**src/rtl/scan_port_pkg.sv**
```systemverilog
package scan_port_pkg;

  localparam int IR_W = 8;
  localparam logic [IR_W-1:0] IR_CAPTURE = 8'b1000_0001;
  localparam logic [IR_W-1:0] IR_RESET   = 8'b1000_0001;

  // lower seven bits of each supported opcode
  localparam logic [6:0] C_EXTEST   = 7'h00;
  localparam logic [6:0] C_IDCODE   = 7'h01;
  localparam logic [6:0] C_SAMPLE   = 7'h02;
  localparam logic [6:0] C_BREAD    = 7'h03;
  localparam logic [6:0] C_HIGHZ    = 7'h06;
  localparam logic [6:0] C_CLAMP    = 7'h07;
  localparam logic [6:0] C_RUNT     = 7'h09;
  localparam logic [6:0] C_SELFTEST = 7'h0A;
  localparam logic [6:0] C_TOGGLE   = 7'h0B;
  localparam logic [6:0] C_BCRSCAN  = 7'h0E;
  localparam logic [6:0] C_BYPASS   = 7'h7F;

  typedef enum logic [3:0] {
    ST_RESET  = 4'h0, ST_IDLE   = 4'h1,
    ST_SEL_DR = 4'h2, ST_CAP_DR = 4'h3, ST_SHF_DR = 4'h4, ST_EX1_DR = 4'h5,
    ST_PAU_DR = 4'h6, ST_EX2_DR = 4'h7, ST_UPD_DR = 4'h8,
    ST_SEL_IR = 4'h9, ST_CAP_IR = 4'hA, ST_SHF_IR = 4'hB, ST_EX1_IR = 4'hC,
    ST_PAU_IR = 4'hD, ST_EX2_IR = 4'hE, ST_UPD_IR = 4'hF
  } tap_state_t;

  typedef enum logic [3:0] {
    OP_BYPASS = 4'd0, OP_IDCODE = 4'd1, OP_SAMPLE = 4'd2, OP_EXTEST = 4'd3,
    OP_HIGHZ = 4'd4, OP_CLAMP = 4'd5, OP_RUNT = 4'd6, OP_BREAD = 4'd7,
    OP_SELFTEST = 4'd8, OP_TOGGLE = 4'd9, OP_BCRSCAN = 4'd10
  } op_t;

  typedef enum logic [1:0] {
    DR_BYPASS = 2'd0, DR_IDENT = 2'd1, DR_BOUNDARY = 2'd2, DR_CONTROL = 2'd3
  } dr_sel_t;

  typedef struct packed {
    op_t     op;
    dr_sel_t sel;
    logic    test;
    logic    hiz;
  } instr_t;

  function automatic tap_state_t tap_next(input tap_state_t s, input logic m);
    tap_state_t n;
    case (s)
      ST_RESET:  n = m ? ST_RESET  : ST_IDLE;
      ST_IDLE:   n = m ? ST_SEL_DR : ST_IDLE;
      ST_SEL_DR: n = m ? ST_SEL_IR : ST_CAP_DR;
      ST_CAP_DR: n = m ? ST_EX1_DR : ST_SHF_DR;
      ST_SHF_DR: n = m ? ST_EX1_DR : ST_SHF_DR;
      ST_EX1_DR: n = m ? ST_UPD_DR : ST_PAU_DR;
      ST_PAU_DR: n = m ? ST_EX2_DR : ST_PAU_DR;
      ST_EX2_DR: n = m ? ST_UPD_DR : ST_SHF_DR;
      ST_UPD_DR: n = m ? ST_SEL_DR : ST_IDLE;
      ST_SEL_IR: n = m ? ST_RESET  : ST_CAP_IR;
      ST_CAP_IR: n = m ? ST_EX1_IR : ST_SHF_IR;
      ST_SHF_IR: n = m ? ST_EX1_IR : ST_SHF_IR;
      ST_EX1_IR: n = m ? ST_UPD_IR : ST_PAU_IR;
      ST_PAU_IR: n = m ? ST_EX2_IR : ST_PAU_IR;
      ST_EX2_IR: n = m ? ST_UPD_IR : ST_SHF_IR;
      ST_UPD_IR: n = m ? ST_SEL_DR : ST_IDLE;
      default:   n = ST_RESET;
    endcase
    return n;
  endfunction

  function automatic instr_t decode(input logic [IR_W-1:0] code);
    instr_t d;
    d = '{op: OP_BYPASS, sel: DR_BYPASS, test: 1'b0, hiz: 1'b0};
    if ((^code) == 1'b0) begin
      case (code[6:0])
        C_IDCODE:   begin d.op = OP_IDCODE;   d.sel = DR_IDENT;    end
        C_SAMPLE:   begin d.op = OP_SAMPLE;   d.sel = DR_BOUNDARY; end
        C_EXTEST:   begin d.op = OP_EXTEST;   d.sel = DR_BOUNDARY; d.test = 1'b1; end
        C_HIGHZ:    begin d.op = OP_HIGHZ;    d.hiz = 1'b1; end
        C_CLAMP:    begin d.op = OP_CLAMP;    d.test = 1'b1; end
        C_RUNT:     begin d.op = OP_RUNT;     d.test = 1'b1; end
        C_BREAD:    begin d.op = OP_BREAD;    d.sel = DR_BOUNDARY; end
        C_SELFTEST: begin d.op = OP_SELFTEST; d.sel = DR_BOUNDARY; end
        C_TOGGLE:   begin d.op = OP_TOGGLE;   d.test = 1'b1; end
        C_BCRSCAN:  begin d.op = OP_BCRSCAN;  d.sel = DR_CONTROL; end
        C_BYPASS:   d.op = OP_BYPASS;
        default:    d.op = OP_BYPASS;
      endcase
    end
    return d;
  endfunction

endpackage

```
**src/rtl/scan_fsm.sv**
```systemverilog
module scan_fsm
  import scan_port_pkg::*;
(
  input  logic       tck,
  input  logic       rst,
  input  logic       tms,
  output tap_state_t state
);

  always_ff @(posedge tck) begin
    if (rst) state <= ST_RESET;
    else     state <= tap_next(state, tms);
  end

endmodule

```
**src/rtl/scan_ir.sv**
```systemverilog
module scan_ir
  import scan_port_pkg::*;
(
  input  logic            tck,
  input  logic            tdi,
  input  tap_state_t      state,
  output logic [IR_W-1:0] shift_q,
  output logic [IR_W-1:0] active_q,
  output instr_t          instr_q
);

  // capture and shift on the rising edge that leaves the state
  always_ff @(posedge tck) begin
    if (state == ST_CAP_IR)      shift_q <= IR_CAPTURE;
    else if (state == ST_SHF_IR) shift_q <= {tdi, shift_q[IR_W-1:1]};
  end

  // shadow copy and its decode change on the falling edge
  always_ff @(negedge tck) begin
    if (state == ST_RESET) begin
      active_q <= IR_RESET;
      instr_q  <= decode(IR_RESET);
    end else if (state == ST_UPD_IR) begin
      active_q <= shift_q;
      instr_q  <= decode(shift_q);
    end
  end

endmodule

```
**src/rtl/scan_dr.sv**
```systemverilog
module scan_dr
  import scan_port_pkg::*;
#(
  parameter int              ID_W     = 32,
  parameter logic [ID_W-1:0] ID_VALUE = 32'h0002_702F
) (
  input  logic            tck,
  input  logic            tdi,
  input  tap_state_t      state,
  output logic            bypass_q,
  output logic [ID_W-1:0] id_q
);

  always_ff @(posedge tck) begin
    if (state == ST_CAP_DR) begin
      bypass_q <= 1'b0;
      id_q     <= ID_VALUE;
    end else if (state == ST_SHF_DR) begin
      bypass_q <= tdi;
      id_q     <= {tdi, id_q[ID_W-1:1]};
    end
  end

endmodule

```
**src/rtl/scan_tdo.sv**
```systemverilog
module scan_tdo
  import scan_port_pkg::*;
(
  input  logic       tck,
  input  tap_state_t state,
  input  dr_sel_t    sel,
  input  logic       ir_bit,
  input  logic       bypass_bit,
  input  logic       id_bit,
  input  logic       ext_bit,
  output logic       tdo,
  output logic       tdo_oe
);

  logic dr_bit;

  always_comb begin
    case (sel)
      DR_BYPASS: dr_bit = bypass_bit;
      DR_IDENT:  dr_bit = id_bit;
      default:   dr_bit = ext_bit;
    endcase
  end

  always_ff @(negedge tck) begin
    tdo_oe <= (state == ST_SHF_DR) || (state == ST_SHF_IR);
    if (state == ST_SHF_IR)      tdo <= ir_bit;
    else if (state == ST_SHF_DR) tdo <= dr_bit;
    else                         tdo <= 1'b0;
  end

endmodule

```
**src/rtl/scan_port_ctrl.sv**
```systemverilog
module scan_port_ctrl
  import scan_port_pkg::*;
#(
  parameter int              ID_W     = 32,
  parameter logic [ID_W-1:0] ID_VALUE = 32'h0002_702F
) (
  input  logic       tck,
  input  logic       rst,
  input  logic       tms,
  input  logic       tdi,
  input  logic       ext_so,
  output logic       tdo,
  output logic       tdo_oe,
  output logic [3:0] op_code,
  output logic [1:0] dr_sel,
  output logic       test_mode,
  output logic       pins_hiz,
  output logic       run_active,
  output logic       dr_capture,
  output logic       dr_shift,
  output logic       dr_update
);

  tap_state_t      state;
  logic [IR_W-1:0] ir_shift;
  logic [IR_W-1:0] ir_active;
  instr_t          instr;
  logic            bypass_q;
  logic [ID_W-1:0] id_shift;
  logic            ext_selected;

  scan_fsm i_fsm (
    .tck   (tck),
    .rst   (rst),
    .tms   (tms),
    .state (state)
  );

  scan_ir i_ir (
    .tck      (tck),
    .tdi      (tdi),
    .state    (state),
    .shift_q  (ir_shift),
    .active_q (ir_active),
    .instr_q  (instr)
  );

  scan_dr #(.ID_W(ID_W), .ID_VALUE(ID_VALUE)) i_dr (
    .tck      (tck),
    .tdi      (tdi),
    .state    (state),
    .bypass_q (bypass_q),
    .id_q     (id_shift)
  );

  scan_tdo i_tdo (
    .tck        (tck),
    .state      (state),
    .sel        (instr.sel),
    .ir_bit     (ir_shift[0]),
    .bypass_bit (bypass_q),
    .id_bit     (id_shift[0]),
    .ext_bit    (ext_so),
    .tdo        (tdo),
    .tdo_oe     (tdo_oe)
  );

  assign ext_selected = (instr.sel == DR_BOUNDARY) || (instr.sel == DR_CONTROL);

  assign op_code    = instr.op;
  assign dr_sel     = instr.sel;
  assign test_mode  = instr.test;
  assign pins_hiz   = instr.hiz;
  assign run_active = (state == ST_IDLE) &&
                      ((instr.op == OP_RUNT) || (instr.op == OP_TOGGLE));
  assign dr_capture = ext_selected && (state == ST_CAP_DR);
  assign dr_shift   = ext_selected && (state == ST_SHF_DR);
  assign dr_update  = ext_selected && (state == ST_UPD_DR);

endmodule

```
**config.mk**
```make
export PLATFORM = sky130hd
export DESIGN_NAME = scan_port_ctrl
export DESIGN_NICKNAME = d
export VERILOG_FILES = /design/src/rtl/scan_port_pkg.sv /design/src/rtl/scan_fsm.sv /design/src/rtl/scan_ir.sv /design/src/rtl/scan_dr.sv /design/src/rtl/scan_tdo.sv /design/src/rtl/scan_port_ctrl.sv
export SDC_FILE = /design/constraint.sdc
export NUM_CORES = 1
export LEC_CHECK = 0
export BUFFER_PORTS_ARGS = -buffer_cell sky130_fd_sc_hd__buf_2
export CORE_UTILIZATION = 34
export CTS_CLUSTER_DIAMETER = 40
export CTS_CLUSTER_SIZE = 14
export DETAILED_ROUTE_END_ITERATION = 10
export HOLD_SLACK_MARGIN = 0.06
export PLACE_DENSITY = 0.57
export SYNTH_ARGS = -nofsm -noshare
export SYNTH_HDL_FRONTEND = slang
export SYNTH_SLANG_ARGS = --single-unit
```
**constraint.sdc**
```tcl
create_clock -name tck -period 2.2 [get_ports tck]
set_input_delay 0.44 -clock tck [delete_from_list [all_inputs] [get_ports tck]]
set_output_delay 0.44 -clock tck [all_outputs]
set_load 0.1 [all_outputs]
```
==> results of run 1 <==
-- per-layer routing --
metal	wire (um)	vias up	track usage [%]
met2	2300	26	23.1
li1	-	1103	-
met3	130	9	3.66
met5	0	-	0
met1	2430	968	19.4
met4	97	0	5.45
-- through the flow --
stage	area (um2)	setup TNS [ns]	utilization, %	instances
floorplan	2500	-5.21	-	286
global placement	3090	-3.95	45.5	422
detailed placement	3090	-4.19	45.5	422
CTS	3280	-7.89	48.2	444
global route	3290	-8.70	48.4	444
finish	3290	-7.54	48.4	444
-- cells by family (layout without fill, tap and decap cells) --
| group | count (synthesis) | after routing | synth area share (%) |
|---|---|---|---|
| compound gates | 68 | 68 | 18.4 |
| xor+xnor | 4 | 4 | 2.10 |
| fa+ha+maj | 9 | 9 | 4.71 |
| buf+inv | 28 | 90 | 6.81 |
| flops | 54 | 54 | 45.3 |
| mux | 1 | 1 | 0.419 |
| simple gates | 122 | 122 | 22.3 |
-- registers in the layout, summed over array words and instances (netlist names) --
| register | cells |
|---|---|
| i_dr.id_q | 32 |
| i_fsm.state | 4 |
| i_ir.instr_q | 8 |
| i_ir.shift_q | 8 |
| i_tdo.tdo | 1 |
| i_tdo.tdo_oe | 1 |
-- worst min-delay path by stage --
stage | startpoint | endpoint | slack [ns] | cells past startpoint
global route | rst | i_fsm.state[3] | 0.35 | 2
global placement | i_dr.id_q[5] | i_dr.id_q[4] | 0.44 | 2
finish | rst | i_fsm.state[3] | 0.35 | 2
floorplan | i_dr.id_q[11] | i_dr.id_q[10] | 0.43 | 2
CTS | rst | i_fsm.state[3] | 0.34 | 2
detailed placement | i_dr.id_q[17] | i_dr.id_q[16] | 0.44 | 2
-- area by class of cell --
cell class	instances	area share, %
Tap cell	96	3.65
Multi-Input combinational cell	204	37.6
Timing Repair Buffer	64	20.2
Sequential cell	54	33.9
Clock inverter	12	1.52
Clock buffer	5	2.09
Inverter	9	1.03
-- placed cells by master (no fill, tap or decap), types with 5 or more instances in the layout --
master	n
clkbuf_8	5
nand2_1	75
o22ai_1	5
buf_6	5
dfxtp_1	38
o21ai_0	8
nor2_1	12
buf_4	41
dfxtp_4	6
inv_2	7
inv_1	13
nand3_1	15
a21oi_1	32
ha_1	6
a22o_2	6
buf_12	14
dfxtp_2	10
-- worst max-delay path, cell delays in order (launching register included) --
cell and delay [ns]:
dfxtp_4 0.34, nand2_1 0.06, nor3_2 0.09, a31oi_1 0.09
nor4bb_4 0.33, buf_12 0.21
-- report_power, final --
group / switching [mW] / internal [mW]
Sequential: 0.0777 / 1.13
Combinational: 0.255 / 0.283
Clock: 0.357 / 0.241
-- repair_timing --
| action | CTS | global route |
|---|---|---|
| resized for setup | 10 | 4 |
| setup buffers | 6 | 2 |
| hold endpoints to repair | 0 | 0 |
| cloned | 0 | 0 |
| pin swaps | 4 | 0 |
| endpoints found under the setup margin | 22 | 23 |
==> results by group, run 1 <==
Setup path
  – Worst setup path start: i_ir.instr_q[4]
  – R2r startpoint: i_ir.shift_q[0]
  – Setup Crit Path Kind: flip-flop to output pin
  – Crit path required time: 1.76 ns
  – Crit-path max FO: 3
  – Worst r2r dst: i_ir.instr_q[4]
  – R2R cell count: 6
  – Startpoint Class: flip-flop
  – Endpoint type of the worst setup path: output pin
  – Flop2flop setup slack: -0.40 ns
  – Crit path capture: run_active
  – CP Data Arrival Time: 2.59 ns

GRT
  – Grt ovf: 0
  – First-pass GRT wire length: 8560 um
  – Initial antenna violation count: 0
  – Vias in the first global route: 1825
  – Total Routing Usage GR: 14.6%
  – Largest net degree at the start of global routing: 33

Clock network
  – Sink Count: 54
  – H-tree depth: 2
  – TritonCTS clock tree: built
  – Num CTS Buffers: 5
  – Hold Buf Count CTS: 0
  – Clock Latency Late Sink: 0.37 ns
  – Clock transition at path regs: 0.10 ns
  – Clock Tree Buf Depth: 2
  – Root Driver: clkbuf_8

Yosys
  – Avg Cell Area, Syn: 8.35 um2
  – Area leader, netlist: dfxtp_1
  – Synth Instances: 286
  – Asr flop ratio synth: 0%
  – Synthesized cell area: 2390 um2
  – Ys flop type: dfxtp_1
  – Commonest cells in the netlist: nand2_1 (75), dfxtp_1 (54), a21oi_1 (32)
  – #FFs+latches synth: 54
  – Top-count cell post-synth: nand2_1
  – Synth top area share: 45.3%
  – Sequential-to-total area share from yosys stat: 45.3%
  – Syn Nets: 300
  – Yosys warning count: 0
  – Netlist cell types: 39
  – Synth top area cells: dfxtp_1 (45%), nand2_1 (12%), a21oi_1 (6.7%)
  – Number of synthesized flops with an enable pin: 0

Routing
  – Vias per inst: 4.74
  – DRC: 1
  – Wirelength per Cell: 11.2 um
  – 1st-iter DRT viols: 102
  – Drt pass-1 iters: 7
  – Number of antenna-violating nets in the routed design: 0
  – Detailed Route WL: 4960 um
  – Routed vias: 2106

Timing
  – Hold slack: 0.353 ns
  – RSZ-0062 raised after global routing: yes
  – Worst slew margin: 67.4%
  – Final hold violation count: 0
  – Setup Skew: 0.0747 ns
  – Final Max Slew Viols: 0
  – Fin worst setup slack: -0.835 ns
  – Slew @ Worst Pin: 0.488 ns
  – # setup viols final: 22

Die
  – Std cell rows: 30
  – IO Pins: 19
  – Die span in x: 85.8 um
  – Full die area: 7360 um2
  – Initial Utilization: 35.2%
  – Chip height: 85.8 um
  – CORE AREA: 6790 um2

Place
  – IO Port Bufs: 18
  – Gpl congestion: 0.791
  – Post-DP HPWL: 3530 um
  – Dpl ws: -0.511 ns

Power
  – PwrDens: 712 nW/um2
  – Worst vdd ir: 357 uV
  – Leakage: 1.40 nW
  – Overall power: 2.34 mW

Run
  – Max_cap viols: 0

Layout
  – Area Growth Syn to Fin: 37.7%
  – Ant diodes: 0
  – # fillers: 635
  – Multi-input gate area: 1230 um2
  – Fin nets: 362
  – Sequential standard cell area: 1120 um2
  – Layout cell share with drive strength beyond 1: 34.2%

Status
  – Status: complete, but fails checks
  – Violated checks: DRC, setup timing

Min path
  – Worst hold path class: input port to flip-flop
Power figures use the tool's default switching activity.
==> inputs of run 2 (changes only) <==
--- a/config.mk
+++ b/config.mk
@@ -6,6 +6,7 @@
 export NUM_CORES = 1
 export LEC_CHECK = 0
 export BUFFER_PORTS_ARGS = -buffer_cell sky130_fd_sc_hd__buf_2
+export CAP_MARGIN = 0
 export CORE_UTILIZATION = 34
 export CTS_CLUSTER_DIAMETER = 40
 export CTS_CLUSTER_SIZE = 14
==> constraint.sdc (replaced) <==
create_clock -name tck -period 2.2 [get_ports tck]
set_input_delay 0.44 -clock tck [delete_from_list [all_inputs] [get_ports tck]]
set_output_delay 0.44 -clock tck [all_outputs]
set_load 0.05 [all_outputs]
==> run 2 against run 1 <==
  * Highest routed layer unchanged
  * Total power increased by 2.0%
  * The run ends with setup timing left
  * Sequential share of layout area increased by 0.69 points
  * Largest power group unchanged
  * Global-route usage increased by 0.41 points
  * Wire length increased by 1.8%
==> results by group, run 2 (synthesis results as in run 1) <==
Setup path
  – Startpoint Class: flip-flop
  – R2R cell count: 6
  – Crit path required time: 1.76 ns
  – Crit-path max FO: 3
  – Setup Crit Path Kind: flip-flop to output pin
  – CP Data Arrival Time: 2.59 ns
  – Endpoint type of the worst setup path: output pin
  – Worst r2r dst: i_ir.instr_q[2]
  – R2r startpoint: i_ir.shift_q[0]
  – Flop2flop setup slack: -0.42 ns

Routing
  – Wirelength per Cell: 11.3 um
  – 1st-iter DRT viols: 76
  – Vias per inst: 4.68
  – DRC: 0
  – Routed vias: 2084
  – Detailed Route WL: 5040 um
  – Number of antenna-violating nets in the routed design: 0
  – Drt pass-1 iters: 4

Layout
  – Layout cell share with drive strength beyond 1: 34.7%
  – Area Growth Syn to Fin: 34.0%
  – Final cell count without fillers: 445
  – Most common cell after layout, fill and taps aside: nand2_1
  – Fin nets: 362
  – Max FFs per register: 32
  – Largest registers: i_dr.id_q x32, i_ir.instr_q x8, i_ir.shift_q x8
  – Ant diodes: 0
  – Most frequent cells in the layout: nand2_1 (75), buf_4 (42), dfxtp_1 (38), a21oi_1 (32), nand3_1 (15)
  – Biggest register: i_dr.id_q
  – # fillers: 657
  – Design area: 3200 um2

Run
  – Max_cap viols: 0

Place
  – Post-DP HPWL: 3470 um
  – Placed instance count: 422
  – IO Port Bufs: 18
  – Gpl congestion: 0.739
  – Dpl cell area: 2870 um2

Power
  – P_sw: 0.714 mW
  – PwrDens: 746 nW/um2
  – Clock power frac: 26.7%
  – Comb pwr share: 22.7%
  – Leakage: 1.38 nW
  – Internal power: 1.67 mW
  – Worst vdd ir: 376 uV
  – Switching Share: 29.9%
  – Reg power frac: 50.6%

Timing
  – Slew @ Worst Pin: 0.525 ns
  – Setup Skew: 0.0618 ns
  – Worst slew margin: 65.0%
  – Fin worst setup slack: -0.835 ns
  – Final Max Slew Viols: 0
  – Final hold violation count: 0
  – RSZ-0062 raised after global routing: yes
  – # setup viols final: 22

GRT
  – Largest net degree at the start of global routing: 33
  – Initial antenna violation count: 0
  – Total Routing Usage GR: 15.0%
  – Vias in the first global route: 1855
  – First-pass GRT wire length: 8780 um
  – Grt ovf: 0

Clock network
  – Num CTS Buffers: 5
  – Root Driver: clkbuf_8
  – Sink Count: 54
  – H-tree depth: 2
  – TritonCTS clock tree: built
  – Clock transition at path regs: 0.10 ns
  – Clock Latency Late Sink: 0.36 ns
  – Hold Buf Count CTS: 0
  – Clock Tree Buf Depth: 2

Die
  – Chip height: 85.8 um
  – IO Pins: 19
  – CORE AREA: 6790 um2
  – Std cell rows: 30
  – Die span in x: 85.8 um
  – Initial Utilization: 35.2%
  – Full die area: 7360 um2

Min path
  – Hold Path End: i_fsm.state[1]
  – Hold Startpoint: rst
  – Worst hold path class: input port to flip-flop
  – Worst Hold Depth: 2

Status
  – Violated checks: setup timing
  – Status: complete, but fails checks
-- run 2: how the worst max path moves through the flow --
stage                    startpoint    endpoint  slack (ns)  depth (start not counted)
CTS                 i_ir.instr_q[4]  run_active       -0.81                          5
global route        i_ir.instr_q[4]  run_active       -0.92                          5
finish              i_ir.instr_q[7]  run_active       -0.83                          5
global placement    i_ir.instr_q[4]  run_active       -0.50                          5
floorplan           i_ir.instr_q[4]  run_active       -0.76                          4
detailed placement  i_ir.instr_q[4]  run_active       -0.53                          5
-- run 2: routing by layer --
metal / routed length [um] / up-vias / GRT usage [%]
met4: 65 / 0 / 4.55
li1: - / 1101 / -
met3: 103 / 6 / 3.18
met1: 2460 / 950 / 19.9
met5: 0 / - / 0
met2: 2420 / 27 / 24.7
-- run 2: final cells by class --
class | count | area (um2) | share of cell area (%)
tap | 96 | 120 | 3.75
multi-input combinational | 204 | 1230 | 38.6
sequential | 54 | 1110 | 34.6
clock inverter | 13 | 61.3 | 1.92
clock buffer | 5 | 68.8 | 2.15
timing repair buffer | 64 | 573 | 17.9
inverter | 9 | 33.8 | 1.06
-- run 2: critical path, stage by stage (launching register included) --
cell and delay, ns:
dfxtp_4 0.34, nand2_1 0.06, nor3_2 0.12, a31oi_1 0.10, nor4bb_4 0.32, buf_6 0.19
-- run 2: what timing repair did --
item                                    CTS  global route
resized for setup                        49             5
endpoints found under the setup margin   22            23
pin swaps                                 4             1
setup buffers                             4             4
-- run 2: stage by stage --
step	power (mW)	hold WS [ns]	setup WS, ns	TNS, ns	utilization (%)
final	2.39	0.339	-0.835	-7.39	47.1
after global routing	2.58	0.323	-0.925	-8.59	47.1
after CTS	2.42	0.329	-0.813	-7.47	46.6
after detailed placement	1.80	0.444	-0.535	-4.58	42.2
after global placement	1.79	0.437	-0.502	-4.29	42.2
after floorplan	1.62	0.432	-0.756	-3.98	-
-- run 2: power groups by stage --
stage | clock, mW | sequential, mW | combinational [mW]
3_5_place_dp | 0.0306 | 1.23 | 0.548
6_report | 0.637 | 1.21 | 0.542
5_1_grt | 0.733 | 1.23 | 0.616
3_3_place_gp | 0.0306 | 1.23 | 0.532
4_1_cts | 0.662 | 1.21 | 0.548
2_1_floorplan | 0.0306 | 1.22 | 0.374
